### src/rtl/rpa_dwt_pkg.sv
package rpa_dwt_pkg;
  typedef enum logic {PH_LOW = 1'b0, PH_HIGH = 1'b1} rpa_phase_e;
  localparam logic BAND_LOW  = 1'b0;
  localparam logic BAND_HIGH = 1'b1;
endpackage

### src/rtl/rpa_tap_array.sv
module rpa_tap_array #(
  parameter int NTAP = 4,
  parameter int SW   = 22,
  parameter int CW   = 16,
  parameter int FRAC = 15
) (
  input  logic                     clk,
  input  logic                     rst_n,
  input  logic [NTAP-1:0][SW-1:0]  win,
  input  logic [NTAP*CW-1:0]       coef,
  output logic [SW-1:0]            y
);
  localparam int PW = SW + CW;
  localparam int AW = PW + $clog2(NTAP) + 1;

  logic signed [AW-1:0] prod [NTAP];
  logic signed [AW-1:0] acc;
  logic signed [AW-1:0] shifted;

  generate
    for (genvar k = 0; k < NTAP; k++) begin : g_tap
      logic signed [PW-1:0] p;
      assign p       = $signed(win[k]) * $signed(coef[k*CW +: CW]);
      assign prod[k] = AW'(p);
    end
  endgenerate

  always_comb begin
    acc = '0;
    for (int k = 0; k < NTAP; k++) acc = acc + prod[k];
  end

  assign shifted = acc >>> FRAC;
  assign y       = shifted[SW-1:0];


  no_overflow_chk: assert property (@(posedge clk) disable iff (!rst_n)
    shifted == AW'($signed(y)));
endmodule

### src/rtl/rpa_octave_store.sv
module rpa_octave_store #(
  parameter int NOCT = 3,
  parameter int NTAP = 4,
  parameter int SW   = 22
) (
  input  logic                               clk,
  input  logic                               rst_n,
  input  logic [NOCT-1:0]                    push,
  input  logic [NOCT-1:0][SW-1:0]            push_val,
  output logic [NOCT-1:0][NTAP-1:0][SW-1:0]  lines
);
  generate
    for (genvar j = 0; j < NOCT; j++) begin : g_line
      logic [NTAP-1:0][SW-1:0] taps;
      always_ff @(posedge clk or negedge rst_n) begin
        if (!rst_n)       taps <= '0;
        else if (push[j]) taps <= {taps[NTAP-2:0], push_val[j]};
      end
      assign lines[j] = taps;
    end
  endgenerate
endmodule

### src/rtl/rpa_scheduler.sv
module rpa_scheduler
  import rpa_dwt_pkg::*;
#(
  parameter int NOCT = 3,
  parameter int OCTW = 2
) (
  input  logic             clk,
  input  logic             rst_n,
  input  logic             advance,
  input  logic [NOCT-1:0]  push,
  output logic             fire_low,
  output logic             fire_high,
  output logic [OCTW-1:0]  pick,
  output logic [OCTW-1:0]  cur,
  output logic [NOCT-1:0]  pend
);
  rpa_phase_e      phase;
  logic [NOCT-1:0] par;

  // coarsest pending octave wins
  always_comb begin
    pick = '0;
    for (int j = 0; j < NOCT; j++)
      if (pend[j]) pick = OCTW'(j);
  end

  assign fire_low  = advance && (phase == PH_LOW) && (|pend);
  assign fire_high = advance && (phase == PH_HIGH);

  always_ff @(posedge clk or negedge rst_n) begin
    if (!rst_n) begin
      phase <= PH_LOW;
      cur   <= '0;
      pend  <= '0;
      par   <= '0;
    end else begin
      if (fire_low) begin
        phase <= PH_HIGH;
        cur   <= pick;
      end else if (fire_high) begin
        phase <= PH_LOW;
      end
      for (int j = 0; j < NOCT; j++) begin
        if (push[j]) par[j] <= ~par[j];
        if (push[j] && par[j])                   pend[j] <= 1'b1;
        else if (fire_low && pick == OCTW'(j))   pend[j] <= 1'b0;
      end
    end
  end

  generate
    for (genvar j = 0; j < NOCT; j++) begin : g_chk

      overrun_chk: assert property (@(posedge clk) disable iff (!rst_n)
        !(push[j] && par[j] && pend[j]));
    end
  endgenerate
endmodule

### src/rtl/rpa_dwt_engine.sv
module rpa_dwt_engine
  import rpa_dwt_pkg::*;
#(
  parameter int NTAP = 4,
  parameter int NOCT = 3,
  parameter int DW   = 16,
  parameter int CW   = 16,
  parameter int FRAC = 15,
  parameter logic [NTAP*CW-1:0] LO_COEF = 64'hEF70_1CB1_6B13_3DD2,
  parameter logic [NTAP*CW-1:0] HI_COEF = 64'hC22E_6B13_E34F_EF70,
  localparam int GROW = $clog2(NTAP),
  localparam int SW   = DW + GROW * NOCT,
  localparam int OCTW = $clog2(NOCT + 1)
) (
  input  logic             clk,
  input  logic             rst_n,
  input  logic             in_valid,
  output logic             in_ready,
  input  logic [DW-1:0]    in_data,
  output logic             out_valid,
  input  logic             out_ready,
  output logic [SW-1:0]    out_data,
  output logic [OCTW-1:0]  out_oct,
  output logic             out_band
);
  logic                              advance, accept;
  logic                              fire_low, fire_high;
  logic [OCTW-1:0]                   pick, cur;
  logic [NOCT-1:0]                   pend, push;
  logic [NOCT-1:0][SW-1:0]           push_val;
  logic [NOCT-1:0][NTAP-1:0][SW-1:0] lines;
  logic [NTAP-1:0][SW-1:0]           win_q, mac_win;
  logic [NTAP*CW-1:0]                coef_sel;
  logic [SW-1:0]                     y;

  assign advance  = !out_valid || out_ready;
  assign in_ready = !pend[0] || (fire_low && pick == '0);
  assign accept   = in_valid && in_ready;

  assign push[0]     = accept;
  assign push_val[0] = SW'($signed(in_data));

  generate
    for (genvar j = 1; j < NOCT; j++) begin : g_feed
      assign push[j]     = fire_low && (pick == OCTW'(j - 1));
      assign push_val[j] = y;
    end
  endgenerate

  rpa_scheduler #(.NOCT(NOCT), .OCTW(OCTW)) u_sched (
    .clk(clk), .rst_n(rst_n), .advance(advance), .push(push),
    .fire_low(fire_low), .fire_high(fire_high), .pick(pick), .cur(cur), .pend(pend)
  );

  rpa_octave_store #(.NOCT(NOCT), .NTAP(NTAP), .SW(SW)) u_store (
    .clk(clk), .rst_n(rst_n), .push(push), .push_val(push_val), .lines(lines)
  );

  assign mac_win  = fire_high ? win_q : lines[pick];
  assign coef_sel = fire_high ? HI_COEF : LO_COEF;

  rpa_tap_array #(.NTAP(NTAP), .SW(SW), .CW(CW), .FRAC(FRAC)) u_taps (
    .clk(clk), .rst_n(rst_n), .win(mac_win), .coef(coef_sel), .y(y)
  );

  always_ff @(posedge clk or negedge rst_n) begin
    if (!rst_n)        win_q <= '0;
    else if (fire_low) win_q <= lines[pick];
  end

  always_ff @(posedge clk or negedge rst_n) begin
    if (!rst_n) begin
      out_valid <= 1'b0;
      out_data  <= '0;
      out_oct   <= '0;
      out_band  <= BAND_LOW;
    end else if (fire_high) begin
      out_valid <= 1'b1;
      out_data  <= y;
      out_oct   <= cur + OCTW'(1);
      out_band  <= BAND_HIGH;
    end else if (fire_low && pick == OCTW'(NOCT - 1)) begin
      out_valid <= 1'b1;
      out_data  <= y;
      out_oct   <= pick + OCTW'(1);
      out_band  <= BAND_LOW;
    end else if (out_ready) begin
      out_valid <= 1'b0;
    end
  end


  hold_stable_chk: assert property (@(posedge clk) disable iff (!rst_n)
    out_valid && !out_ready |=> out_valid && $stable(out_data) && $stable(out_oct) && $stable(out_band));


  lowpass_final_chk: assert property (@(posedge clk) disable iff (!rst_n)
    out_valid && out_band == BAND_LOW |-> out_oct == OCTW'(NOCT));


  oct_range_chk: assert property (@(posedge clk) disable iff (!rst_n)
    out_valid |-> out_oct != '0 && out_oct <= OCTW'(NOCT));
endmodule

### config.mk
export PLATFORM = sky130hd
export DESIGN_NAME = rpa_dwt_engine
export DESIGN_NICKNAME = d
export VERILOG_FILES = /design/src/rtl/rpa_dwt_pkg.sv /design/src/rtl/rpa_tap_array.sv /design/src/rtl/rpa_octave_store.sv /design/src/rtl/rpa_scheduler.sv /design/src/rtl/rpa_dwt_engine.sv
export SDC_FILE = /design/constraint.sdc
export NUM_CORES = 2
export LEC_CHECK = 0
export BUFFER_PORTS_ARGS = -buffer_cell sky130_fd_sc_hd__buf_2
export CAP_MARGIN = 20
export CORE_MARGIN = 3
export CORE_UTILIZATION = 55
export CTS_BUF_LIST = sky130_fd_sc_hd__clkbuf_4 sky130_fd_sc_hd__clkbuf_8
export DETAILED_ROUTE_END_ITERATION = 8
export GPL_ROUTABILITY_DRIVEN = 0
export GPL_TIMING_DRIVEN = 0
export PLACE_DENSITY_LB_ADDON = 0.2
export SLEW_MARGIN = 30
export SYNTH_ARGS = -nofsm -noshare
export SYNTH_HDL_FRONTEND = slang
export SYNTH_HIERARCHICAL = 1
export SYNTH_SLANG_ARGS = --single-unit
export TNS_END_PERCENT = 10
### constraint.sdc
create_clock -name clk -period 28.9 [get_ports clk]
set_input_delay 1.445 -clock clk [delete_from_list [all_inputs] [get_ports clk]]
set_output_delay 1.445 -clock clk [all_outputs]
set_load 0.01 [all_outputs]
==> run metrics <==
status finished, final reports clean; clock root buffer clkbuf_8; Hold Path Sink u_sched/par[0]; Setup crit end kind flop; # rows 129; Synth cell types 65; Reg area between 9000 and 10000 um2; final period utilization a little under half; FFs w/ async S/R, synth 100%; EDFF count, synth 0; multi-input logic area 52000 um2; Total Neg Setup Slack 0 ps; Initial Util roughly 56%; Skew-Pair Late Insertion Delay approximately 660 ps; PortBufs 46; largest family of logic cells by synthesized area adder cells; CP max stage delay roughly 640 ps; post-synthesis sequential area ratio between 10 and 15%; Primary FF master, synth dfrtp_1; DRT Wirelength between 200 and 250 mm; Synth Area in Compound Gates 3.48%; Routed Antenna Nets 0; Slew headroom between 30% and 40%; Fin. Hold Viols 0; initial antenna violation count 16; startpoint types primary input; CTS Buffer Depth 3; Hold Path Stages 1; die width between 300 and 400 um; die area roughly 130000 um2; synthesized area about 70000 um2; post-synthesis mux area share 6.29%; fillers 10800; HP Class reg -> reg; largest net degree at the start of global routing 87; clk_skew about 40 ps; number of global-route vias before repair about 52000; Synth Area in Simple Gates between 10% and 20%; # H-tree levels 2; Mapped Avg Cell Area approximately 10 um2; # IOs 47; overall track demand over capacity in global routing 34.0%; adder-cell share of the synthesized area 49.8%; reg2reg start out_valid; Worst-Margin Slew between 1000 and 1500 ps; #FFs+latches synth 387; required time of the worst setup path roughly 29000 ps; Crit Path Category in -> reg; # DRC 0; most common cell in the synthesized netlist inv_1; CTS tree done; Highest Clock Rate around 74 MHz; most frequent cells after synthesis 1645 x inv_1, 1559 x fa_1, 729 x nand2_1; crit path time final approximately 13000 ps; area share of the largest cell type after synthesis ~45%; Worst R2R Path Depth 37; CP dominant cell by count fa_1; Die H approximately 360 um; clk slew on worst S/H paths 70 ps; first drt pass iteration count 6; Layout Nets about 8700; Core Area roughly 120000 um2; GRT overflow 0; Worst EP arrival 13970 ps; synth top area cells fa_1 45%, dfrtp_1 14%, inv_1 8.9%; RSZ-0062 raised after global routing false; Post-Synth XOR/XNOR Area roughly 1.1%; first-pass GRT wire length around 330 mm; post_cts resized 0; YS warnings 6; share of cells above drive strength 1 just over 8%; Critical-path top delay cell nor2_1; fin. max-slew vios 0; Post-CTS Hold Buffers 0; Synth Instances 6633; post-detail-place hpwl 185 mm; area leader, netlist fa_1; vias 47900; Post-CTS Setup Inserts 0; # clock sinks approximately 390; Setup Viol. Count Final 0; drt initial violations slightly below 4000; WL per Instance between 20 and 25 um; TritonCTS buffer count between 50 and 60; Critical Path Fanout Max 41; Area Overhead vs Synth 6.05%; drt via density between 5 and 6; Crit Reg-Reg Endpoint out_data[19]; worst reg2reg setup slack 16050 ps; max cap viols 0; Hold Crit Start u_sched/par[0]
-- cell type report --
type                       instances  share of cell area [%]
antenna                            8                  0.0274
tap                             1637                    2.80
inverter                        1646                    8.45
buffer                           369                    2.27
timing repair buffer              52                   0.554
multi-input combinational       4366                    71.1
clock buffer                      83                    1.46
clock inverter                    12                   0.128
sequential                       387                    13.2
-- flip-flops by register name, indices dropped and copies added, names as in the netlist --
signal / cells
u_store/lines: 264
win_q: 88
out_data: 22
u_sched/par: 3
u_sched/pend: 3
out_oct: 2
u_sched/cur: 2
out_band: 1
out_valid: 1
u_sched/phase: 1
-- cells by family after synthesis --
logic type,Yosys count
other cells,2
xor+xnor,89
fa+ha+maj,1814
mux,353
buf+inv,2015
flops,387
compound gates,267
simple gates,1706
-- worst max path at each step --
| stage | startpoint | endpoint | slack [ps] | cells after the start |
|---|---|---|---|---|
| 6_report | out_ready | out_data[19] | 15480 | 38 |
| 3_3_place_gp | out_ready | out_data[21] | 13020 | 37 |
| 4_1_cts | out_ready | out_data[19] | 15640 | 38 |
| 2_1_floorplan | out_ready | u_store/lines[196] | 17250 | 35 |
| 3_5_place_dp | out_ready | out_data[19] | 14990 | 38 |
| 5_1_grt | out_ready | out_data[21] | 15190 | 39 |
-- through the flow --
stage / util, % / std cells / setup slack, ps / area [um2] / hold slack (ps)
final: 59.0 / 8560 / 15480 / 73200 / 470
after global routing: 59.0 / 8554 / 15190 / 73200 / 492
after global placement: 57.8 / 8451 / 13020 / 71800 / 455
after CTS: 58.9 / 8552 / 15640 / 73200 / 470
after floorplan: - / 6768 / 17250 / 69500 / 441
after detailed placement: 58.0 / 8457 / 14990 / 72000 / 457
-- layer usage --
| layer | track usage [%] | share of wire (%) | vias up |
|---|---|---|---|
| met5 | 0 | 0.013 | - |
| met4 | 18.8 | 7.1 | 4 |
| met3 | 6.44 | 8.6 | 501 |
| met2 | 55.5 | 48 | 2081 |
| met1 | 43.0 | 37 | 25200 |
| li1 | - | - | 20100 |
-- layout by cell type, fill, tap and decap left out, types with 4 or more instances in the layout --
cell type,netlist,layout
diode_2,0,8
nand2_1,729,728
ha_1,255,255
and4bb_2,6,6
clkbuf_1,291,291
a221o_1,177,176
inv_1,1645,1644
xnor2_1,70,70
conb_1,2,137
clkbuf_4,0,12
buf_2,43,88
nor2_1,13,13
fa_1,1559,1559
mux2_1,39,39
buf_16,0,6
nand2b_1,68,68
o21ai_0,8,8
and2_1,628,628
nand4_1,4,4
buf_4,5,5
clkbuf_8,0,71
buf_6,27,27
a21oi_1,19,18
mux2_4,97,97
and4b_1,88,88
nor4bb_1,82,82
o211ai_1,23,23
mux2_2,216,216
nor2b_1,48,48
clkinv_2,0,8
xor2_1,19,16
a21o_1,9,9
o21bai_1,4,4
dfrtp_1,387,387
nand4b_1,23,23
-- worst max-delay path, delay by kind of cell --
family,cells,cell delay (ps)
compound gates,7,2570
fa+ha+maj,11,5230
xor+xnor,1,570
buf+inv,12,2140
simple gates,7,1940
Power is left out: the tool's default activity adds up to more than one toggle a clock period on the data nets, which glitch-free logic cannot reach.
